--- config.mk ---
export PLATFORM = sky130hd
export DESIGN_NAME = tmr_cascade
export DESIGN_NICKNAME = d
export VERILOG_FILES = /design/src/rtl/tmr_pkg.sv /design/src/rtl/tmr_voter.sv /design/src/rtl/tmr_replica.sv /design/src/rtl/tmr_stage.sv /design/src/rtl/tmr_cascade.sv
export SDC_FILE = /design/constraint.sdc
export NUM_CORES = 1
export LEC_CHECK = 0
export CORE_MARGIN = 2
export CORE_UTILIZATION = 60
export DETAILED_ROUTE_END_ITERATION = 8
export DONT_BUFFER_PORTS = 1
export PLACE_DENSITY = 0.76
export SETUP_SLACK_MARGIN = 0.02
export SLEW_MARGIN = 20
export SYNTH_ARGS = -nofsm -noshare
export SYNTH_HDL_FRONTEND = slang
export SYNTH_HIERARCHICAL = 1
export SYNTH_SLANG_ARGS = --single-unit
--- constraint.sdc ---
create_clock -name clk -period 2.27 [get_ports clk]
set_input_delay 0.454 -clock clk [delete_from_list [all_inputs] [get_ports clk]]
set_output_delay 0.454 -clock clk [all_outputs]
set_load 0.005 [all_outputs]
--- src/rtl/tmr_pkg.sv ---
package tmr_pkg;
  // Replication factor of every stage: three replicas, three voters.
  localparam int unsigned LANES = 3;
endpackage

--- src/rtl/tmr_voter.sv ---
module tmr_voter #(
  parameter int unsigned W = 8
) (
  input  logic [W-1:0] a,
  input  logic [W-1:0] b,
  input  logic [W-1:0] c,
  input  logic [W-1:0] flip,
  output logic [W-1:0] y
);
  logic [W-1:0] maj;

  always_comb begin
    maj = (a & b) | (b & c) | (a & c);
    y   = maj ^ flip;
  end
endmodule

--- src/rtl/tmr_replica.sv ---
module tmr_replica #(
  parameter int unsigned W = 8
) (
  input  logic         clk,
  input  logic         rst_n,
  input  logic         en,
  input  logic [W-1:0] d,
  input  logic [W-1:0] flip,
  output logic [W-1:0] q_out
);
  logic [W-1:0] q;
  logic [W-1:0] q_nxt;

  always_comb begin
    q_nxt = q;
    if (en) q_nxt = d + W'(1);
  end

  always_ff @(posedge clk or negedge rst_n) begin
    if (!rst_n) q <= '0;
    else        q <= q_nxt;
  end

  assign q_out = q ^ flip;
endmodule

--- src/rtl/tmr_stage.sv ---
module tmr_stage
  import tmr_pkg::*;
#(
  parameter int unsigned W = 8
) (
  input  logic               clk,
  input  logic               rst_n,
  input  logic               en,
  input  logic [LANES*W-1:0] lane_in,
  input  logic [LANES*W-1:0] rep_flip,
  input  logic [LANES*W-1:0] vot_flip,
  output logic [LANES*W-1:0] lane_out,
  output logic               mismatch
);
  logic [W-1:0] rep_q [LANES];
  logic [W-1:0] ref_maj;
  logic [W-1:0] diff;

  for (genvar r = 0; r < LANES; r++) begin : g_rep
    tmr_replica #(.W(W)) u_rep (
      .clk   (clk),
      .rst_n (rst_n),
      .en    (en),
      .d     (lane_in[r*W +: W]),
      .flip  (rep_flip[r*W +: W]),
      .q_out (rep_q[r])
    );
  end

  for (genvar v = 0; v < LANES; v++) begin : g_vot
    tmr_voter #(.W(W)) u_vot (
      .a    (rep_q[0]),
      .b    (rep_q[1]),
      .c    (rep_q[2]),
      .flip (vot_flip[v*W +: W]),
      .y    (lane_out[v*W +: W])
    );
  end

  // Uncorrupted reference vote used only for the disagreement flag.
  tmr_voter #(.W(W)) u_ref (
    .a    (rep_q[0]),
    .b    (rep_q[1]),
    .c    (rep_q[2]),
    .flip ('0),
    .y    (ref_maj)
  );

  always_comb begin
    diff     = (rep_q[0] ^ ref_maj) | (rep_q[1] ^ ref_maj) | (rep_q[2] ^ ref_maj);
    mismatch = |diff;
  end
endmodule

--- src/rtl/tmr_cascade.sv ---
module tmr_cascade
  import tmr_pkg::*;
#(
  parameter int unsigned STAGES = 3,
  parameter int unsigned W      = 8
) (
  input  logic                      clk,
  input  logic                      rst_n,
  input  logic                      in_valid,
  input  logic [W-1:0]              in_data,
  input  logic [STAGES*LANES*W-1:0] rep_fault,
  input  logic [STAGES*LANES*W-1:0] vot_fault,
  output logic                      out_valid,
  output logic [W-1:0]              out_data,
  output logic [STAGES-1:0]         stage_mismatch
);
  localparam int unsigned SW = LANES * W;

  logic [SW-1:0]     lane [STAGES+1];
  logic [STAGES-1:0] stage_en;
  logic [STAGES-1:0] vld;
  logic [STAGES-1:0] vld_nxt;

  assign lane[0] = {LANES{in_data}};

  for (genvar s = 0; s < STAGES; s++) begin : g_stage
    if (s == 0) begin : g_first
      assign stage_en[s] = in_valid;
    end else begin : g_next
      assign stage_en[s] = vld[s-1];
    end

    tmr_stage #(.W(W)) u_stage (
      .clk      (clk),
      .rst_n    (rst_n),
      .en       (stage_en[s]),
      .lane_in  (lane[s]),
      .rep_flip (rep_fault[s*SW +: SW]),
      .vot_flip (vot_fault[s*SW +: SW]),
      .lane_out (lane[s+1]),
      .mismatch (stage_mismatch[s])
    );
  end

  always_comb vld_nxt = stage_en;

  always_ff @(posedge clk or negedge rst_n) begin
    if (!rst_n) vld <= '0;
    else        vld <= vld_nxt;
  end

  assign out_valid = vld[STAGES-1];

  tmr_voter #(.W(W)) u_end (
    .a    (lane[STAGES][0*W +: W]),
    .b    (lane[STAGES][1*W +: W]),
    .c    (lane[STAGES][2*W +: W]),
    .flip ('0),
    .y    (out_data)
  );
endmodule

==> results of run 1 <==
[power breakdown]
part | leakage, nW | switching [mW] | internal (mW) | total (mW)
registers | 0.850 | 0.357 | 1.73 | 2.09
clock network | 0.132 | 0.552 | 0.759 | 1.31
logic | 2.62 | 3.45 | 3.86 | 7.31
[synthesized netlist by cell type]
cell	count	area share
xor2_1	194	0.25
maj3_2	104	0.17
dfrtp_1	75	0.27
nor2_1	54	0.030
a2bb2oi_1	48	0.062
o21ai_0	36	0.026
a21oi_1	27	0.020
a31oi_1	27	0.025
nand2_1	27	0.015
or3_1	27	0.025
nand3_1	18	0.013
nand4_1	12	0.011
nor4_1	12	0.011
clkbuf_1	9	0.0049
ha_1	9	0.016
inv_1	9	0.0049
mux2_2	9	0.015
nand3_2	9	0.013
xnor2_1	9	0.012
conb_1	4	0.0022
[layout make-up]
cell class	count	area (um2)
fill	722	2250
clock buffer	12	246
sequential	75	1880
multi-input combinational	654	5260
inverter	9	33.8
tap	140	175
timing repair buffer	142	1120
clock inverter	3	15.0
[per-layer routing]
layer  vias up  global-route usage  share of wire
met5         -                   0              0
met4         0               0.107          0.037
met3        51              0.0886          0.079
met2       212               0.541           0.54
met1      2853               0.277           0.34
li1       2910                   -              -
[logic make-up after synthesis]
| kind of cell | synth area share |
|---|---|
| AOI/OAI and AO/OA | 0.132 |
| xor gates and xnor gates | 0.260 |
| adders and majority gates | 0.188 |
| buffers and inverters | 0.00989 |
| DFF | 0.275 |
| muxes | 0.0148 |
| other | 0.00220 |
| and+or+nand+nor | 0.118 |
[registers in the layout (all words and copies together) (netlist names)]
register                       flops
g_stage.u_stage/g_rep.u_rep/q     72
vld                                3
[worst max-delay path, delay by kind of cell, from the launching register on]
kind / cells / cell delay (ps)
simple gates: 2 / 490
xor+xnor: 2 / 350
flops: 1 / 400
compound gates: 1 / 170
buf+inv: 1 / 170
fa+ha+maj: 1 / 320
[per-stage QoR]
step                hold WS (ps)  instance area, um2  TNS (ps)
floorplan                    158                6940         0
global placement             160                7960      -282
detailed placement           160                7960      -760
CTS                         20.9                8430     -2320
global route                37.3                8730     -3400
finish                      12.8                8730     -2400
[what timing repair did]
action,CTS,global route
hold buffers,1,0
buffers inserted,13,12
pin swaps,9,2
endpoints found under the hold margin,75,0
endpoints found under the setup margin,13,18
resized for setup,12,29
[path summary, 6_finish.rpt]
| path | from | endpoint | slack, ps | cells past startpoint |
|---|---|---|---|---|
| min in group clk | in_valid | vld[0] | 150 | 0 |
| worst max register to register | g_stage[1].u_stage/g_rep[2].u_rep/q[0] | g_stage[2].u_stage/g_rep[0].u_rep/q[7] | 20 | 8 |
| worst min register to register | g_stage[0].u_stage/g_rep[2].u_rep/q[0] | g_stage[0].u_stage/g_rep[2].u_rep/q[0] | 500 | 2 |
| worst max-delay path | g_stage[2].u_stage/g_rep[2].u_rep/q[3] | stage_mismatch[2] | -410 | 7 |
| max in group asynchronous | rst_n | g_stage[2].u_stage/g_rep[1].u_rep/q[3] | 1960 | 1 |
| worst min-delay path | rst_n | g_stage[0].u_stage/g_rep[2].u_rep/q[7] | 10 | 1 |
==> results.sh, run 1 <==
export IMPL_cts_sinks=75
export IMPL_slowest_delay_ps=400
export IMPL_io_buffers=0
export IMPL_coreArea_um2=11000
export IMPL_synth_seq_cells=75
export IMPL_initial_core_util=0.622
export IMPL_routed_wl_um=18500
export IMPL_fin_ws_ps=-414
export IMPL_hold_viol=0
export IMPL_drive_gt1_frac=0.343
export IMPL_tightest_slew_ps=574
export IMPL_vias=6026
export IMPL_crit_slowest_cell="dfrtp_1"
export IMPL_routed_via_density=5.82
export IMPL_dp_slack_ps=-189
export IMPL_max_slew_margin=0.617
export IMPL_ant_nets=0
export IMPL_crit_arrival_ps=2230
export IMPL_final_util=0.795
export IMPL_end_kind="output port"
export IMPL_rsz0062_at_grt="yes"
export IMPL_synthCells=719
export IMPL_drv_cap=0
export IMPL_slew_viol_final=0
export IMPL_crit_chain="xor2_1 -> maj3_2 -> xor2_1 -> a2bb2oi_1 -> nor4_2 -> buf_4 -> nand4_1"
export IMPL_p_per_area_nw_per_um2=1230
export IMPL_final_common_cell="xor2_1"
export IMPL_critPathLaunchType="register"
export IMPL_synth_avg_cell_area_um2=9.50
export IMPL_crit_path_frequent_cell="xor2_1"
export IMPL_wl_per_cell_um=17.9
export IMPL_clk_pin_slew_worst_paths_ps=60
export IMPL_hold_class="in2async"
export IMPL_worst_ep_required_time_ps=1820
export IMPL_clock_path_buffers=2
export IMPL_ir_worst_vdd_uv=962
export IMPL_cp_max_fo=2
export IMPL_cts_root_buf="clkbuf_16"
export IMPL_fp_dieArea_um2=12300
export IMPL_place_inst=994
export IMPL_fp_row_count=38
export IMPL_dieWidth_um=111
export IMPL_drt_pass1_iterations=4
export IMPL_overflow=0
export IMPL_post_route_min_period_ps=2680
export IMPL_syn_area_um2=6830
export IMPL_track_usage=0.280
export IMPL_nets=1055
export IMPL_tritoncts="yes"
export IMPL_synth_warnings=6
export IMPL_dpl_hpwl_um=13700
export IMPL_syn_to_final_growth_pct=27.8
export IMPL_yosysUniqueCellTypes=20
export IMPL_first_iter_violations=291
export IMPL_n_antenna_cell=0
export IMPL_max_freq_ghz=0.373
export IMPL_mostFrequentLayoutCells="170 x xor2_1, 134 x buf_4, 104 x maj3_2"
export IMPL_grt_pass1_wl_um=27800
export IMPL_min_period_over_period=1.18
export IMPL_drc=0
export IMPL_gp_congestion=0.869
export IMPL_skew_ps=3.84
export IMPL_yosysSeqAreaShare=0.275
export IMPL_cellLeakagePower_nw=3.61
export IMPL_status="complete, but fails checks"
export IMPL_htree_levels=3
export IMPL_fp_dieH_um=111
export IMPL_power_total_mw=10.7
export IMPL_instances_no_fill=1035
export IMPL_setup_viol=11
export IMPL_cts_buffers=9
export IMPL_antenna_found_initial=0
export IMPL_top_level_ports=167
export IMPL_grt_pass1_vias=6035
export IMPL_grt_max_degree=76
export IMPL_crit_type="reg2out"
export IMPL_clk_latency_ps=340
export IMPL_violations="negative setup slack"
Power figures use the tool's default switching activity.
==> inputs of run 2 (changes only) <==
--- a/config.mk
+++ b/config.mk
@@ -6,10 +6,10 @@
 export NUM_CORES = 1
 export LEC_CHECK = 0
 export CORE_MARGIN = 2
-export CORE_UTILIZATION = 60
+export CORE_UTILIZATION = 65
 export DETAILED_ROUTE_END_ITERATION = 8
 export DONT_BUFFER_PORTS = 1
-export PLACE_DENSITY = 0.76
+export PLACE_DENSITY = 0.78
 export SETUP_SLACK_MARGIN = 0.02
 export SLEW_MARGIN = 20
 export SYNTH_ARGS = -nofsm -noshare
==> constraint.sdc (replaced) <==
create_clock -name clk -period 2.5 [get_ports clk]
set_input_delay 0.5 -clock clk [delete_from_list [all_inputs] [get_ports clk]]
set_output_delay 0.5 -clock clk [all_outputs]
set_load 0.005 [all_outputs]
==> run 2 against run 1 <==
Against the previous run:
- the flow still finishes with violations (negative setup slack)
- via count decreased by 2.8%
- hold slack better by 17 ps
- final area is 3.2% lower
- largest power group unchanged
- sequential share of layout area is 0.71 points higher
- critical path type unchanged
- setup slack better by 150 ps
- critical endpoint is now stage_mismatch[0]
- largest cell class unchanged
- total power is 15% lower
==> results.sh, run 2 (synthesis results as in run 1) <==
export IMPL_routed_via_density=5.84
export IMPL_wl_per_cell_um=17.7
export IMPL_critPathLaunchType="register"
export IMPL_dpl_hpwl_um=13600
export IMPL_nets=1026
export IMPL_fp_dieH_um=107
export IMPL_crit_path_frequent_cell="xor2_2"
export IMPL_crit_slowest_cell="dfrtp_1"
export IMPL_final_common_cell="xor2_1"
export IMPL_cts_root_buf="clkbuf_8"
export IMPL_hold_viol=0
export IMPL_clock_path_buffers=2
export IMPL_end_kind="output port"
export IMPL_post_route_min_period_ps=2760
export IMPL_slew_viol_final=0
export IMPL_n_antenna_cell=0
export IMPL_cts_buffers=9
export IMPL_cp_max_fo=2
export IMPL_grt_max_degree=76
export IMPL_reg2reg_depth=8
export IMPL_ir_worst_vdd_uv=647
export IMPL_min_period_over_period=1.10
export IMPL_grt_pass1_wl_um=26600
export IMPL_gp_congestion=0.922
export IMPL_initial_core_util=0.665
export IMPL_skew_ps=11.6
export IMPL_cellLeakagePower_nw=3.43
export IMPL_hold_class="in2async"
export IMPL_drive_gt1_frac=0.329
export IMPL_antenna_found_initial=0
export IMPL_ant_nets=0
export IMPL_track_usage=0.300
export IMPL_coreArea_um2=10300
export IMPL_top_level_ports=167
export IMPL_vias=5859
export IMPL_drt_pass1_iterations=6
export IMPL_crit_arrival_ps=2260
export IMPL_setup_viol=9
export IMPL_dieWidth_um=107
export IMPL_regMostFlops="g_stage.u_stage/g_rep.u_rep/q"
export IMPL_overflow=0
export IMPL_p_per_area_nw_per_um2=1070
export IMPL_first_iter_violations=317
export IMPL_placed_area_um2=7780
export IMPL_crit_type="reg2out"
export IMPL_drc=0
export IMPL_top_regs="g_stage.u_stage/g_rep.u_rep/q: 72 flops, vld: 3 flops"
export IMPL_drv_cap=0
export IMPL_fin_ws_ps=-259
export IMPL_fp_dieArea_um2=11300
export IMPL_max_freq_ghz=0.362
export IMPL_cts_sinks=75
export IMPL_status="complete, but fails checks"
export IMPL_worst_ep_required_time_ps=2000
export IMPL_io_buffers=0
export IMPL_largest_reg_flops=72
export IMPL_mostFrequentLayoutCells="167 x xor2_1, 105 x buf_4, 104 x maj3_2"
export IMPL_violations="negative setup slack"
export IMPL_clk_latency_ps=360
export IMPL_max_slew_margin=0.554
export IMPL_holdWs_ps=29.5
export IMPL_routed_wl_um=17700
export IMPL_fp_row_count=37
export IMPL_slowest_delay_ps=420
export IMPL_design_area_um2=8450
export IMPL_tritoncts="yes"
export IMPL_clk_pin_slew_worst_paths_ps=80
export IMPL_rsz0062_at_grt="yes"
export IMPL_htree_levels=3
export IMPL_tightest_slew_ps=669
export IMPL_power_total_mw=9.08
export IMPL_crit_chain="xor2_2 -> maj3_2 -> xor2_2 -> a2bb2oi_2 -> nor4_4 -> buf_4 -> nand4_1"
export IMPL_syn_to_final_growth_pct=23.7
export IMPL_grt_pass1_vias=5846
-- run 2: stage by stage --
step	worst slack [ps]	TNS, ps	std cells	util
after CTS	-241	-750	996	0.794
after floorplan	187	0	747	-
final	-259	-770	1003	0.822
after global routing	-297	-1550	1003	0.822
after global placement	-88.1	-88.1	969	0.757
after detailed placement	-119	-226	969	0.757
-- run 2: worst paths after layout --
check,end,slack [ps],start
worst max-delay path,stage_mismatch[0],-260,g_stage[0].u_stage/g_rep[2].u_rep/q[2]
worst min register to register,g_stage[1].u_stage/g_rep[1].u_rep/q[0],500,g_stage[1].u_stage/g_rep[1].u_rep/q[0]
worst max register to register,g_stage[2].u_stage/g_rep[2].u_rep/q[6],220,g_stage[1].u_stage/g_rep[2].u_rep/q[0]
max in group asynchronous,g_stage[2].u_stage/g_rep[0].u_rep/q[4],2190,rst_n
worst min-delay path,g_stage[0].u_stage/g_rep[0].u_rep/q[0],30,rst_n
min in group clk,vld[0],180,in_valid
-- run 2: area by class of cell --
| type | instances | area [um2] |
|---|---|---|
| clock buffer | 12 | 155 |
| multi-input combinational | 654 | 5300 |
| tap | 136 | 170 |
| clock inverter | 4 | 25.0 |
| timing repair buffer | 113 | 895 |
| fill | 635 | 1830 |
| sequential | 75 | 1880 |
| inverter | 9 | 33.8 |
-- run 2: metal layers --
metal	global-route usage	vias up	share of wire
li1	-	2850	-
met1	0.267	2744	0.33
met2	0.608	212	0.56
met3	0.0969	53	0.078
met4	0.119	0	0.031
met5	0	-	0
-- run 2: power breakdown --
part	leakage [nW]	internal (mW)	switching [mW]
sequential	0.850	1.57	0.305
clock	0.0884	0.411	0.452
combinational	2.49	3.26	3.09
-- run 2: worst max-delay path: cells and delay by family, from the launching register on --
kind                     cells  cell delay [ps]
buffers and inverters        1              170
XOR/XNOR                     2              340
flip-flops                   1              420
adder cells (fa/ha/maj)      1              330
AND/OR/NAND/NOR              2              470
AO/OA/AOI/OAI                1              190
-- run 2: repair_timing --
item / 4_1_cts / 5_1_grt
resized for setup: 13 / 34
pin swaps: 10 / 9
endpoints found under the setup margin: 11 / 13
endpoints found under the hold margin: 75 / 0
hold buffers: 1 / 0
setup buffers: 10 / 7
gates cloned: 0 / 0
==> inputs of run 3 (changes only) <==
--- a/config.mk
+++ b/config.mk
@@ -5,6 +5,7 @@
 export SDC_FILE = /design/constraint.sdc
 export NUM_CORES = 1
 export LEC_CHECK = 0
+export ABC_AREA = 1
 export CORE_MARGIN = 2
 export CORE_UTILIZATION = 65
 export DETAILED_ROUTE_END_ITERATION = 8
@@ -14,5 +15,4 @@
 export SLEW_MARGIN = 20
 export SYNTH_ARGS = -nofsm -noshare
 export SYNTH_HDL_FRONTEND = slang
-export SYNTH_HIERARCHICAL = 1
 export SYNTH_SLANG_ARGS = --single-unit
==> run 3 against run 2 <==
Against the previous run:
- the run ends with negative hold slack, negative setup slack left
- flip-flop and latch count shrank 16
- clock skew grew 2.8 ps
- critical path depth is the same
- total power shrank 47%
- count of clock-buffer cells in the layout is the same
- synthesized cell count grew 46%
- clock power shrank 6.4%
==> results.sh, run 3 <==
export IMPL_synth_avg_cell_area_um2=6.10
export IMPL_clk_latency_ps=350
export IMPL_dp_slack_ps=174
export IMPL_fp_row_count=36
export IMPL_netlist_area_leader_share=0.245
export IMPL_synthTopCellsByArea="nand2_1 24%, dfrtp_1 23%, inv_1 11%, nand3_1 7.1%, ha_1 6.1%"
export IMPL_crit_chain="xnor2_1 -> inv_1 -> ha_4 -> nor4_4 -> o211ai_1 -> nor3_1 -> nand3_1"
export IMPL_max_slew_margin=0.569
export IMPL_dieWidth_um=103
export IMPL_async_reset_ff_frac=1.00
export IMPL_dpl_hpwl_um=13300
export IMPL_yosysUniqueCellTypes=36
export IMPL_drive_gt1_frac=0.120
export IMPL_drc=0
export IMPL_slew_viol_final=0
export IMPL_crit_type="reg2out"
export IMPL_drt_pass1_iterations=6
export IMPL_violations="negative hold slack, negative setup slack"
export IMPL_cts_root_buf="clkbuf_8"
export IMPL_initial_core_util=0.661
export IMPL_htree_levels=3
export IMPL_place_inst=1172
export IMPL_antenna_found_initial=0
export IMPL_grt_pass1_wl_um=24900
export IMPL_largest_reg_flops=56
export IMPL_multi_input_area_um2=4270
export IMPL_tightest_slew_ps=646
export IMPL_crit_arrival_ps=2080
export IMPL_critPathBufInv=1
export IMPL_rsz0062_at_grt="yes"
export IMPL_io_buffers=0
export IMPL_synth_warnings=0
export IMPL_crit_family="simple AND/OR/NAND/NOR gates"
export IMPL_syn_area_um2=6400
export IMPL_gp_congestion=0.923
export IMPL_holdWs_ps=-4.02
export IMPL_critPathLaunchType="register"
export IMPL_mostFrequentLayoutCells="411 x nand2_1, 177 x inv_1, 91 x nand3_1"
export IMPL_routed_via_density=5.25
export IMPL_end_kind="output port"
export IMPL_n_antenna_cell=0
export IMPL_p_per_area_nw_per_um2=684
export IMPL_synth_edf_count=0
export IMPL_first_iter_violations=272
export IMPL_worst_ep_required_time_ps=2000
export IMPL_post_route_min_period_ps=2580
export IMPL_nets=1252
export IMPL_cellLeakagePower_nw=3.94
export IMPL_clk_pin_slew_worst_paths_ps=80
export IMPL_synth_top_area_cell="nand2_1"
export IMPL_fin_ws_ps=-75.6
export IMPL_drv_cap=0
export IMPL_overflow=0
export IMPL_synth_fp_nets=1235
export IMPL_yosysSeqAreaShare=0.231
export IMPL_tritoncts="yes"
export IMPL_fp_dieArea_um2=10700
export IMPL_cp_max_fo=2
export IMPL_skew_ps=14.4
export IMPL_slowest_delay_ps=400
export IMPL_hold_class="in2async"
export IMPL_ir_worst_vdd_uv=403
export IMPL_instances_no_fill=1204
export IMPL_regMostFlops="g_stage.u_stage.g_rep.u_rep.q"
export IMPL_vias=6317
export IMPL_top_regs="g_stage.u_stage.g_rep.u_rep.q: 56 flops, vld: 3 flops"
export IMPL_synthCells=1049
export IMPL_setup_viol=1
export IMPL_wl_per_cell_um=13.5
export IMPL_n_fill_cell=926
export IMPL_top_level_ports=167
export IMPL_hold_viol=3
export IMPL_yosysMostFrequentCell="nand2_1"
export IMPL_final_common_cell="nand2_1"
export IMPL_ant_nets=0
export IMPL_max_freq_ghz=0.388
export IMPL_synth_flop_cell="dfrtp_1"
export IMPL_grt_pass1_vias=5422
export IMPL_crit_slowest_cell="dfrtp_1"
export IMPL_syn_to_final_growth_pct=9.29
export IMPL_min_period_over_period=1.03
export IMPL_final_seq_area_um2=1480
export IMPL_ys_top_cells_by_count="417 x nand2_1, 184 x inv_1, 91 x nand3_1"
export IMPL_status="complete, but fails checks"
export IMPL_cts_sinks=59
export IMPL_track_usage=0.303
export IMPL_routed_wl_um=16300
export IMPL_cts_buffers=9
export IMPL_synth_seq_cells=59
export IMPL_clock_path_buffers=2
export IMPL_coreArea_um2=9680
export IMPL_fp_dieH_um=103
export IMPL_grt_max_degree=60
run 3: changes by cell type in the layout (fill, tap and decap cells not counted), sizes merged, moves of 32 or more:
cell     delta
a2bb2oi    -48
conb       -32
nand2     +429
buf        -94
xor2      -166
nand3      +70
maj3       -96
inv       +182
run 3: area by class of cell:
class                   count  area share
multi-input cells         785       0.611
clock buffers              12      0.0222
inverters                 192       0.104
repair buffers             19      0.0233
flip-flops and latches     59       0.212
clock inverters             4     0.00358
well taps                 133      0.0238
run 3: metrics by stage:
| stage | hold slack [ps] | utilization | TNS [ps] | instance area [um2] | power, mW |
|---|---|---|---|---|---|
| finish | -4.02 | 0.722 | -75.6 | 6990 | 4.79 |
| global route | 12.0 | 0.722 | -290 | 6990 | 5.24 |
| CTS | 0.552 | 0.703 | -19.3 | 6810 | 4.66 |
| detailed placement | 205 | 0.672 | 0 | 6510 | 3.74 |
| global placement | 206 | 0.672 | 0 | 6510 | 3.69 |
| floorplan | 204 | - | 0 | 6400 | 3.22 |
run 3: report_power, final:
group | internal, mW | leakage (nW) | switching (mW) | total (mW)
Clock | 0.411 | 0.0884 | 0.398 | 0.809
Combinational | 1.00 | 3.15 | 1.63 | 2.64
Sequential | 1.17 | 0.707 | 0.168 | 1.34
run 3: path summary, 6_finish.rpt:
kind | from | endpoint | slack, ps | depth (start not counted)
max in group asynchronous | rst_n | g_stage[1].u_stage.g_rep[1].u_rep.q[1] | 2230 | 1
min in group clk | in_valid | vld[0] | 190 | 0
hold reg to reg | g_stage[2].u_stage.g_rep[1].u_rep.q[1] | g_stage[2].u_stage.g_rep[1].u_rep.q[1] | 490 | 2
setup / recovery | g_stage[2].u_stage.g_rep[0].u_rep.q[5] | stage_mismatch[2] | -80 | 7
hold / removal | rst_n | g_stage[0].u_stage.g_rep[0].u_rep.q[6] | -4 | 1
setup reg to reg | g_stage[0].u_stage.g_rep[0].u_rep.q[0] | g_stage[1].u_stage.g_rep[2].u_rep.q[6] | 420 | 14
run 3: cell families (layout without fill, tap and decap cells):
family,count (synthesis),after routing,synth area share
buffers and inverters,205,227,0.125
flip-flops,59,59,0.231
XOR/XNOR,52,52,0.0735
AND/OR/NAND/NOR,615,615,0.423
adder cells (fa/ha/maj),39,39,0.0731
AO/OA/AOI/OAI,79,79,0.0747
run 3: what timing repair did:
action,in CTS,in global routing
pin swaps,7,19
setup endpoints to repair,3,3
setup buffers,5,10
resized for setup,11,25
hold buffers,1,0
hold endpoints to repair,59,0
run 3: routing by layer:
metal,track usage,share of wire,vias to the layer above
met4,0.102,0.039,0
met1,0.350,0.39,2794
met3,0.0746,0.077,44
met2,0.547,0.49,199
met5,0,0,-
li1,-,-,3280
